==> config.mk <==
export PLATFORM = sky130hd
export DESIGN_NAME = pwm10_dbuf
export DESIGN_NICKNAME = d
export VERILOG_FILES = /design/src/rtl/pwm10_pkg.sv /design/src/rtl/pwm10_prescaler.sv /design/src/rtl/pwm10_timer.sv /design/src/rtl/pwm10_outstage.sv /design/src/rtl/pwm10_dbuf.sv
export SDC_FILE = /design/constraint.sdc
export NUM_CORES = 1
export LEC_CHECK = 0
export BUFFER_PORTS_ARGS = -buffer_cell sky130_fd_sc_hd__buf_2
export CORE_MARGIN = 2
export CORE_UTILIZATION = 30
export CTS_CLUSTER_DIAMETER = 50
export DETAILED_ROUTE_END_ITERATION = 8
export PLACE_DENSITY = 0.55
export SLEW_MARGIN = 25
export SYNTH_ARGS = -nofsm -noshare
export SYNTH_HDL_FRONTEND = slang
export SYNTH_SLANG_ARGS = --single-unit
==> constraint.sdc <==
create_clock -name clk -period 6.02 [get_ports clk]
set_input_delay 0 -clock clk [delete_from_list [all_inputs] [get_ports clk]]
set_output_delay 0 -clock clk [all_outputs]
set_load 0.02 [all_outputs]
==> src/rtl/pwm10_pkg.sv <==
package pwm10_pkg;
   typedef enum logic [1:0] {
      PS_DIV1  = 2'd0,
      PS_DIV4  = 2'd1,
      PS_DIV16 = 2'd2,
      PS_DIV16X = 2'd3
   } ps_sel_e;

   // log2 of the prescale ratio for a select code
   function automatic int unsigned ps_shift(input logic [1:0] sel);
      case (sel)
         2'd0:    ps_shift = 0;
         2'd1:    ps_shift = 2;
         default: ps_shift = 4;
      endcase
   endfunction
endpackage

==> src/rtl/pwm10_prescaler.sv <==
module pwm10_prescaler #(
   parameter int FRAC_W  = 2,
   parameter int PS_LOG  = 4,
   localparam int SUB_W  = FRAC_W + PS_LOG
) (
   input  logic              clk,
   input  logic              rst_n,
   input  logic              en,
   input  logic [1:0]        sel,
   output logic              step,
   output logic [FRAC_W-1:0] nxt_frac
);
   import pwm10_pkg::*;

   logic [SUB_W-1:0] sub_q, sub_d, last;

   always_comb begin
      last  = SUB_W'((1 << (FRAC_W + ps_shift(sel))) - 1);
      step  = (sub_q >= last);
      sub_d = step ? '0 : sub_q + 1'b1;
   end

   // fractional bits taken from the prescale count at the selected weight
   always_comb begin
      nxt_frac = FRAC_W'(sub_d >> ps_shift(sel));
   end

   always_ff @(posedge clk) begin
      if (!rst_n || !en) sub_q <= '0;
      else               sub_q <= sub_d;
   end
endmodule

==> src/rtl/pwm10_timer.sv <==
module pwm10_timer #(
   parameter int TMR_W = 8
) (
   input  logic             clk,
   input  logic             rst_n,
   input  logic             en,
   input  logic             step,
   input  logic [TMR_W-1:0] period,
   output logic [TMR_W-1:0] tmr_q,
   output logic [TMR_W-1:0] tmr_d,
   output logic             wrap
);
   always_comb begin
      wrap  = step && (tmr_q >= period);
      if (wrap)      tmr_d = '0;
      else if (step) tmr_d = tmr_q + 1'b1;
      else           tmr_d = tmr_q;
   end

   always_ff @(posedge clk) begin
      if (!rst_n || !en) tmr_q <= '0;
      else               tmr_q <= tmr_d;
   end
endmodule

==> src/rtl/pwm10_outstage.sv <==
module pwm10_outstage #(
   parameter int DUTY_W = 10
) (
   input  logic              clk,
   input  logic              rst_n,
   input  logic              en,
   input  logic              wrap,
   input  logic [DUTY_W-1:0] nxt_tb,
   input  logic [DUTY_W-1:0] pend,
   output logic              pwm_q,
   output logic [DUTY_W-1:0] active_q
);
   always_ff @(posedge clk) begin
      if (!rst_n || !en) begin
         pwm_q    <= 1'b0;
         active_q <= pend;
      end else if (wrap) begin
         active_q <= pend;
         pwm_q    <= (pend != '0);
      end else if (nxt_tb == active_q) begin
         pwm_q    <= 1'b0;
      end
   end
endmodule

==> src/rtl/pwm10_dbuf.sv <==
module pwm10_dbuf #(
   parameter int TMR_W  = 8,
   parameter int FRAC_W = 2,
   parameter int PS_LOG = 4,
   localparam int DUTY_W = TMR_W + FRAC_W
) (
   input  logic              clk,
   input  logic              rst_n,
   input  logic              en,
   input  logic [TMR_W-1:0]  period,
   input  logic [TMR_W-1:0]  duty_hi,
   input  logic [FRAC_W-1:0] duty_lo,
   input  logic [1:0]        pre_sel,
   output logic              pwm_out,
   output logic [TMR_W-1:0]  tmr_val,
   output logic [DUTY_W-1:0] duty_active
);
   generate
      if (TMR_W < 2)  begin : g_bad_tmr  $error("TMR_W must be at least 2");  end
      if (FRAC_W < 1) begin : g_bad_frac $error("FRAC_W must be at least 1"); end
      if (PS_LOG != 4) begin : g_bad_ps  $error("PS_LOG must be 4 for ratios 1/4/16"); end
   endgenerate

   logic              step, wrap;
   logic [FRAC_W-1:0] nxt_frac;
   logic [TMR_W-1:0]  tmr_d;

   pwm10_prescaler #(.FRAC_W(FRAC_W), .PS_LOG(PS_LOG)) u_pre (
      .clk(clk), .rst_n(rst_n), .en(en), .sel(pre_sel),
      .step(step), .nxt_frac(nxt_frac)
   );

   pwm10_timer #(.TMR_W(TMR_W)) u_tmr (
      .clk(clk), .rst_n(rst_n), .en(en), .step(step), .period(period),
      .tmr_q(tmr_val), .tmr_d(tmr_d), .wrap(wrap)
   );

   pwm10_outstage #(.DUTY_W(DUTY_W)) u_out (
      .clk(clk), .rst_n(rst_n), .en(en), .wrap(wrap),
      .nxt_tb({tmr_d, nxt_frac}), .pend({duty_hi, duty_lo}),
      .pwm_q(pwm_out), .active_q(duty_active)
   );
endmodule

### Word-level counts from Yosys, hierarchy flattened

Cells that the tools add are included.

* flip-flop bits (word level): 25
* input port bits: 23
* output and inout port bits: 19
* word-level logic and storage cells: 30

* $lt $le $gt $ge: 2
* reductions and logical operators: 8
* mux-type cells: 8
* equality and inequality tests: 2
* shifts and indexed selects: 2
* add/sub/neg operators: 4

Operator list (number)
* 1-bit by 32-bit left shift with 6-bit output, first input constant: 1
* 10-bit 2-to-1 mux: 2
* 8-bit 2-to-1 mux: 2
* 10-bit equality test: 1
* 10-bit nonzero test: 1
* 8-bit by 1-bit adder with 8-bit output, second input constant: 1
* 8-bit greater-or-equal comparator: 1
* 6-bit by 1-bit adder with 6-bit output, second input constant: 1
* 6-bit greater-or-equal comparator: 1
* 6-bit 2-to-1 mux: 1
* 3-bit one-hot mux with 2 select lines: 1
* 6-bit by 3-bit >> shifter with 2-bit output: 1
* 6-bit by 2-bit subtractor with 6-bit output, second input constant: 1
* 2-bit by 3-bit adder with 4-bit output, first input constant: 1
* 2-bit nonzero test: 2
* 2-bit by 1-bit equality test with 1-bit output, second input constant: 1
* 1-bit zero test: 2
* 2-bit zero test: 1
* 1-bit 2-to-1 mux: 2
* 1-bit logical AND: 1
* 1-bit logical OR: 1

### Longest topological paths before layout

* depth after elaboration: 11
* depth in mapped cells: 11
* gate-level depth less buffers: 10

### Cells and area by module

Synthesis repeated with hierarchy kept, for this count alone.

* cell total of the unflattened synthesis: 143
* area, all modules: 1463.9 µm²

By module, submodules not included
* pwm10_timer: area an instance 605.6 µm², cells an instance 71, times used 1, seq. area each 160.2 µm²
* pwm10_outstage: area an instance 481.7 µm², cells an instance 31, times used 1, seq. area each 320.3 µm²
* pwm10_prescaler: area an instance 376.6 µm², cells an instance 41, times used 1, seq. area each 120.1 µm²

### Worst setup path before layout

No wires, ideal clock.

* path type: reg2reg
* from: reg u_tmr.tmr_q[2]
* to: reg u_out.pwm_q
* data required time: 5.893 ns
* library setup time: 0.127 ns
* arrival: 2.369 ns
* buffers on the path: 0
* setup slack: 3.524 ns
* clock period less this slack: 2.496 ns
* stages on the path, launching flop included: 10
* cell sequence: dfxtp_1 -> ha_1 -> or3_1 -> a21oi_1 -> o31ai_2 -> mux2_4 -> a22oi_1 -> nand3_1 -> nor4_1 -> a31oi_1

* word-level cells in the longest chain between the ends: 5
* elaborated cells on any way between the ends: 8
* classes of those cells: add/sub: 1; order compare: 1; eq/ne: 1; mux: 3; reduce/logical: 2

Ends and longest elaborated chain
* from (decl): line pwm10_timer.sv:9 `output logic [TMR_W-1:0] tmr_q,`
* from (signal assigned): line pwm10_timer.sv:22 `else tmr_q <= tmr_d;`
* 8-bit by 1-bit adder with 8-bit output / 8-bit greater-or-equal comparator (equally long branches): line pwm10_timer.sv:16, pwm10_timer.sv:14
* 8-bit 2-to-1 mux / 1-bit logical AND (equally long branches): line pwm10_timer.sv:16, pwm10_timer.sv:14
* 8-bit 2-to-1 mux: line pwm10_timer.sv:15 `if (wrap) tmr_d = '0;`
* 10-bit equality test: line pwm10_outstage.sv:20 `end else if (nxt_tb == active_q) begin`
* 2-bit nonzero test (no source line)
* to (signal assigned): line pwm10_outstage.sv:19 `pwm_q <= (pend != '0);`
* to (decl): line pwm10_outstage.sv:10 `output logic pwm_q,`

Several ways; a longest one is shown, not always the timed one.
A chain may end at the register's enable or synchronous reset.

### Worst setup path after layout

* from: reg u_tmr.tmr_q[3]
* to: reg u_out.pwm_q

Same word-level chain as after synthesis.

==> run summary <==
status = complete, no violations
DR DRC count = 0
Via density = 5.147
DP Wirelength = 3474 microns
cells after synthesis = 190
Top delay family on crit path = compound AO/OA/AOI/OAI gates
r2r endpoint = u_out.pwm_q$_SDFFE_PP0P_
register bit count reported by yosys = 25
first-pass GRT wire length = 7583 microns
xor/xnor share of the synthesized area = 0.05807
fraction of registers with async set/reset = 0
Int Power = 0.0002553 W
Seq pwr share = 0.553
Mapped Area = 0.001659 sq mm
die area = 0.006141 sq mm
Clk pwr share = 0.290
Register Area = 600.6 sq um
Die Span Y = 78.37 microns
Post-CTS Hold Fix Bufs = 10
path depth of the worst reg2reg path = 9
average routed wire per standard cell = 14.29 microns
Adder-Cell Fraction of Synth Area = 0.1131
number of routed nets with antenna violations = 0
antenna violations before repair = 0
simple-gate share of the synthesized area = 0.2089
PwrDens = 167.9 mW/mm^2
Initial Util = 0.3050
Num CTS Buffers = 3
Max Cap Violations = 0
Slew @ Worst Pin = 944.8 ps
CP peak stage delay = 820 ps
Slew Limit Fails = 0
Ys Warns = 0
Area Overhead vs Synth = 25.72%
Skew-Pair Late Insertion Delay = 270 ps
total global routing overflow = 0
top cells by area, synth = dfxtp_1 (18%), edfxtp_1 (18%), ha_1 (11%)
arrival time of the worst setup path = 3170 ps
setup bufs post-CTS = 0
Num Clock Sinks = 25
multi-input logic area = 987.2 sq um
Final Cycle Share = 0.5003
fill count = 553
worst hold path type = input port to flop
CTS tree = done
fmax = 332.0 MHz
layout cells sized above 1 = 0.2075
setup TNS = 0 ps
IO Port Bufs = 41
r2r startpoint = u_tmr.tmr_q[3]$_SDFF_PP0_
Final Critical Period = 3012 ps
total power = 0.0003503 W
CP endpoint = u_out.pwm_q$_SDFFE_PP0P_
Mapped Nets = 228
post-synthesis mux area share = 0.01508
start point of the critical path = u_tmr.tmr_q[3]$_SDFF_PP0_
Post-synth top flop = dfxtp_1
final setup violation count = 0
CTS root buf = clkbuf_8
H-tree depth = 1
top cells by instance count after synthesis = nor2_1 (20), dfxtp_1 (15), ha_1 (15), inv_1 (15), nand3_1 (11)
die extent in x = 78.37 microns
I/O pin count = 42
P_sw = 0.00009490 W
Mean Syn Cell Area = 8.732 sq um
Max IR drop VDD = 0.1257 mV
final hold vios = 0
total number of vias = 1,611
GPL Wtd Cong = 0.8594
reg2reg setup slack = 3010 ps
gr usage total = 0.1554
Rel. slew slack = 0.3664
CP Buf/Inv Count = 0
violation count after the first detailed-route iteration = 116
critical path depth = 9
Total Wirelength = 4472 microns
row count = 27
number of detailed-route iterations in the first pass = 5
register area share after synthesis = 0.3620
count of flip-flops with a built-in enable after synthesis = 10
CP Data Required Time = 6180 ps
top-count cell post-synth = nor2_1
CTS Buffer Depth = 2
crit-path max FO = 13
Switching Share = 0.2710
Synth area leader = dfxtp_1
critical path launch point type = flop
Comb power frac = 0.157
Compound-Gate Fraction of Synth Area = 0.1998
number of global-route vias before repair = 1,625
clock skew = 2.512 ps
slowest CP cell = o31ai_2
RSZ-0062 raised after global routing = no
largest family of logic cells by synthesized area = simple AND/OR/NAND/NOR gates
crit-path cells = ha_1, o21a_1, a21oi_1, o31ai_2, mux2_4, a22oi_1, nand3_1, nor4_1, a31oi_1
largest net degree at the start of global routing = 16
Worst Setup End Kind = flop
Crit Path Class = flop to flop
Clock Pin Slew Worst Setup and Hold Paths = 90 ps
core area = 0.005439 sq mm
PostCTS Resize Cnt = 0
Unique masters post-synth = 41
post-layout net count = 280
ant diodes = 0
leakage = 0.9098 nW
Yosys top cell area share = 0.1810
==> metrics by stage <==
step | hold WS [ps] | cell area [sq um] | cells | util | worst slack (ps)
finish | 27.75 | 2086 | 313 | 0.3835 | 3008
global route | 37.64 | 2086 | 313 | 0.3835 | 2796
global placement | 192.2 | 1939 | 299 | 0.3566 | 3172
detailed placement | 194.1 | 1939 | 299 | 0.3566 | 3096
floorplan | 98.87 | 1659 | 190 | - | 3524
CTS | 15.99 | 2086 | 313 | 0.3835 | 3054
==> sequential cells by signal, summed over array words and instances, names as in the netlist <==
register        count
u_tmr.tmr_q         8
u_pre.sub_q         6
u_out.pwm_q         1
u_out.active_q     10
==> cell type report <==
class	count	share of cell area
Clock buffer	3	0.01980
Clock inverter	1	0.002400
Inverter	15	0.02699
Multi-Input combinational cell	146	0.4733
Sequential cell	25	0.2879
Tap cell	72	0.04319
Timing Repair Buffer	51	0.1464
==> worst register-to-register path, delay by kind of cell (launching register included) <==
family / cells / cell delay (ps)
AO/OA/AOI/OAI: 5 / 1350
multiplexers: 1 / 350
flip-flops: 1 / 520
adder cells (fa/ha/maj): 1 / 240
AND/OR/NAND/NOR: 2 / 430
==> logic make-up after synthesis <==
logic type,after synthesis
simple gates,69
compound gates,49
flops,25
buf+inv,19
fa+ha+maj,15
xor+xnor,11
mux,2
==> metal layers <==
metal	vias up	global-route usage	routed length, microns
li1	805	-	-
met1	742	0.1981	1909
met2	58	0.2655	2148
met3	6	0.03678	348
met4	0	0.03684	65
met5	-	0	0
==> placed cells by master, fill, tap and decap left out, drive strengths merged, types with 2 or more instances in the layout <==
cell type    synthesis  layout
a211oi               4       4
a21o                 3       3
a21oi               11      11
a22oi                3       3
and3                 3       3
buf                  0      41
clkbuf               4       3
dfxtp               15      15
dlygate4sd3          0      10
edfxtp              10      10
ha                  15      15
inv                 15      15
nand2                7       7
nand2b               4       4
nand3               11      11
nand4                4       4
nor2                20      20
nor2b                5       5
nor3                 5       5
nor4                 3       3
o2111ai              2       2
o211ai               2       2
o21a                 2       2
o21ai                7       7
o22ai                7       7
or2                  2       2
or3                  2       2
xnor2                6       6
xor2                 5       5
==> power groups by stage <==
stage | Sequential (W) | Clock, W | Combinational, W
after detailed placement | 0.000197 | 0 | 0.0000500
after global routing | 0.000195 | 0.000114 | 0.0000607
after floorplan | 0.000202 | 0 | 0.0000216
after CTS | 0.000194 | 0.000106 | 0.0000551
after global placement | 0.000198 | 0 | 0.0000493
final | 0.000194 | 0.000102 | 0.0000550
==> worst min-delay path by stage <==
stage,from,cells past startpoint,slack (ps),to
detailed placement,duty_hi[7],1,190,u_out.active_q[9]$_DFFE_PP_
global route,en,3,40,u_out.pwm_q$_SDFFE_PP0P_
global placement,duty_lo[1],1,190,u_out.active_q[1]$_DFFE_PP_
floorplan,duty_lo[0],0,100,u_out.active_q[0]$_DFFE_PP_
finish,en,3,30,u_out.pwm_q$_SDFFE_PP0P_
CTS,en,3,20,u_out.pwm_q$_SDFFE_PP0P_
Power figures use the tool's default switching activity.
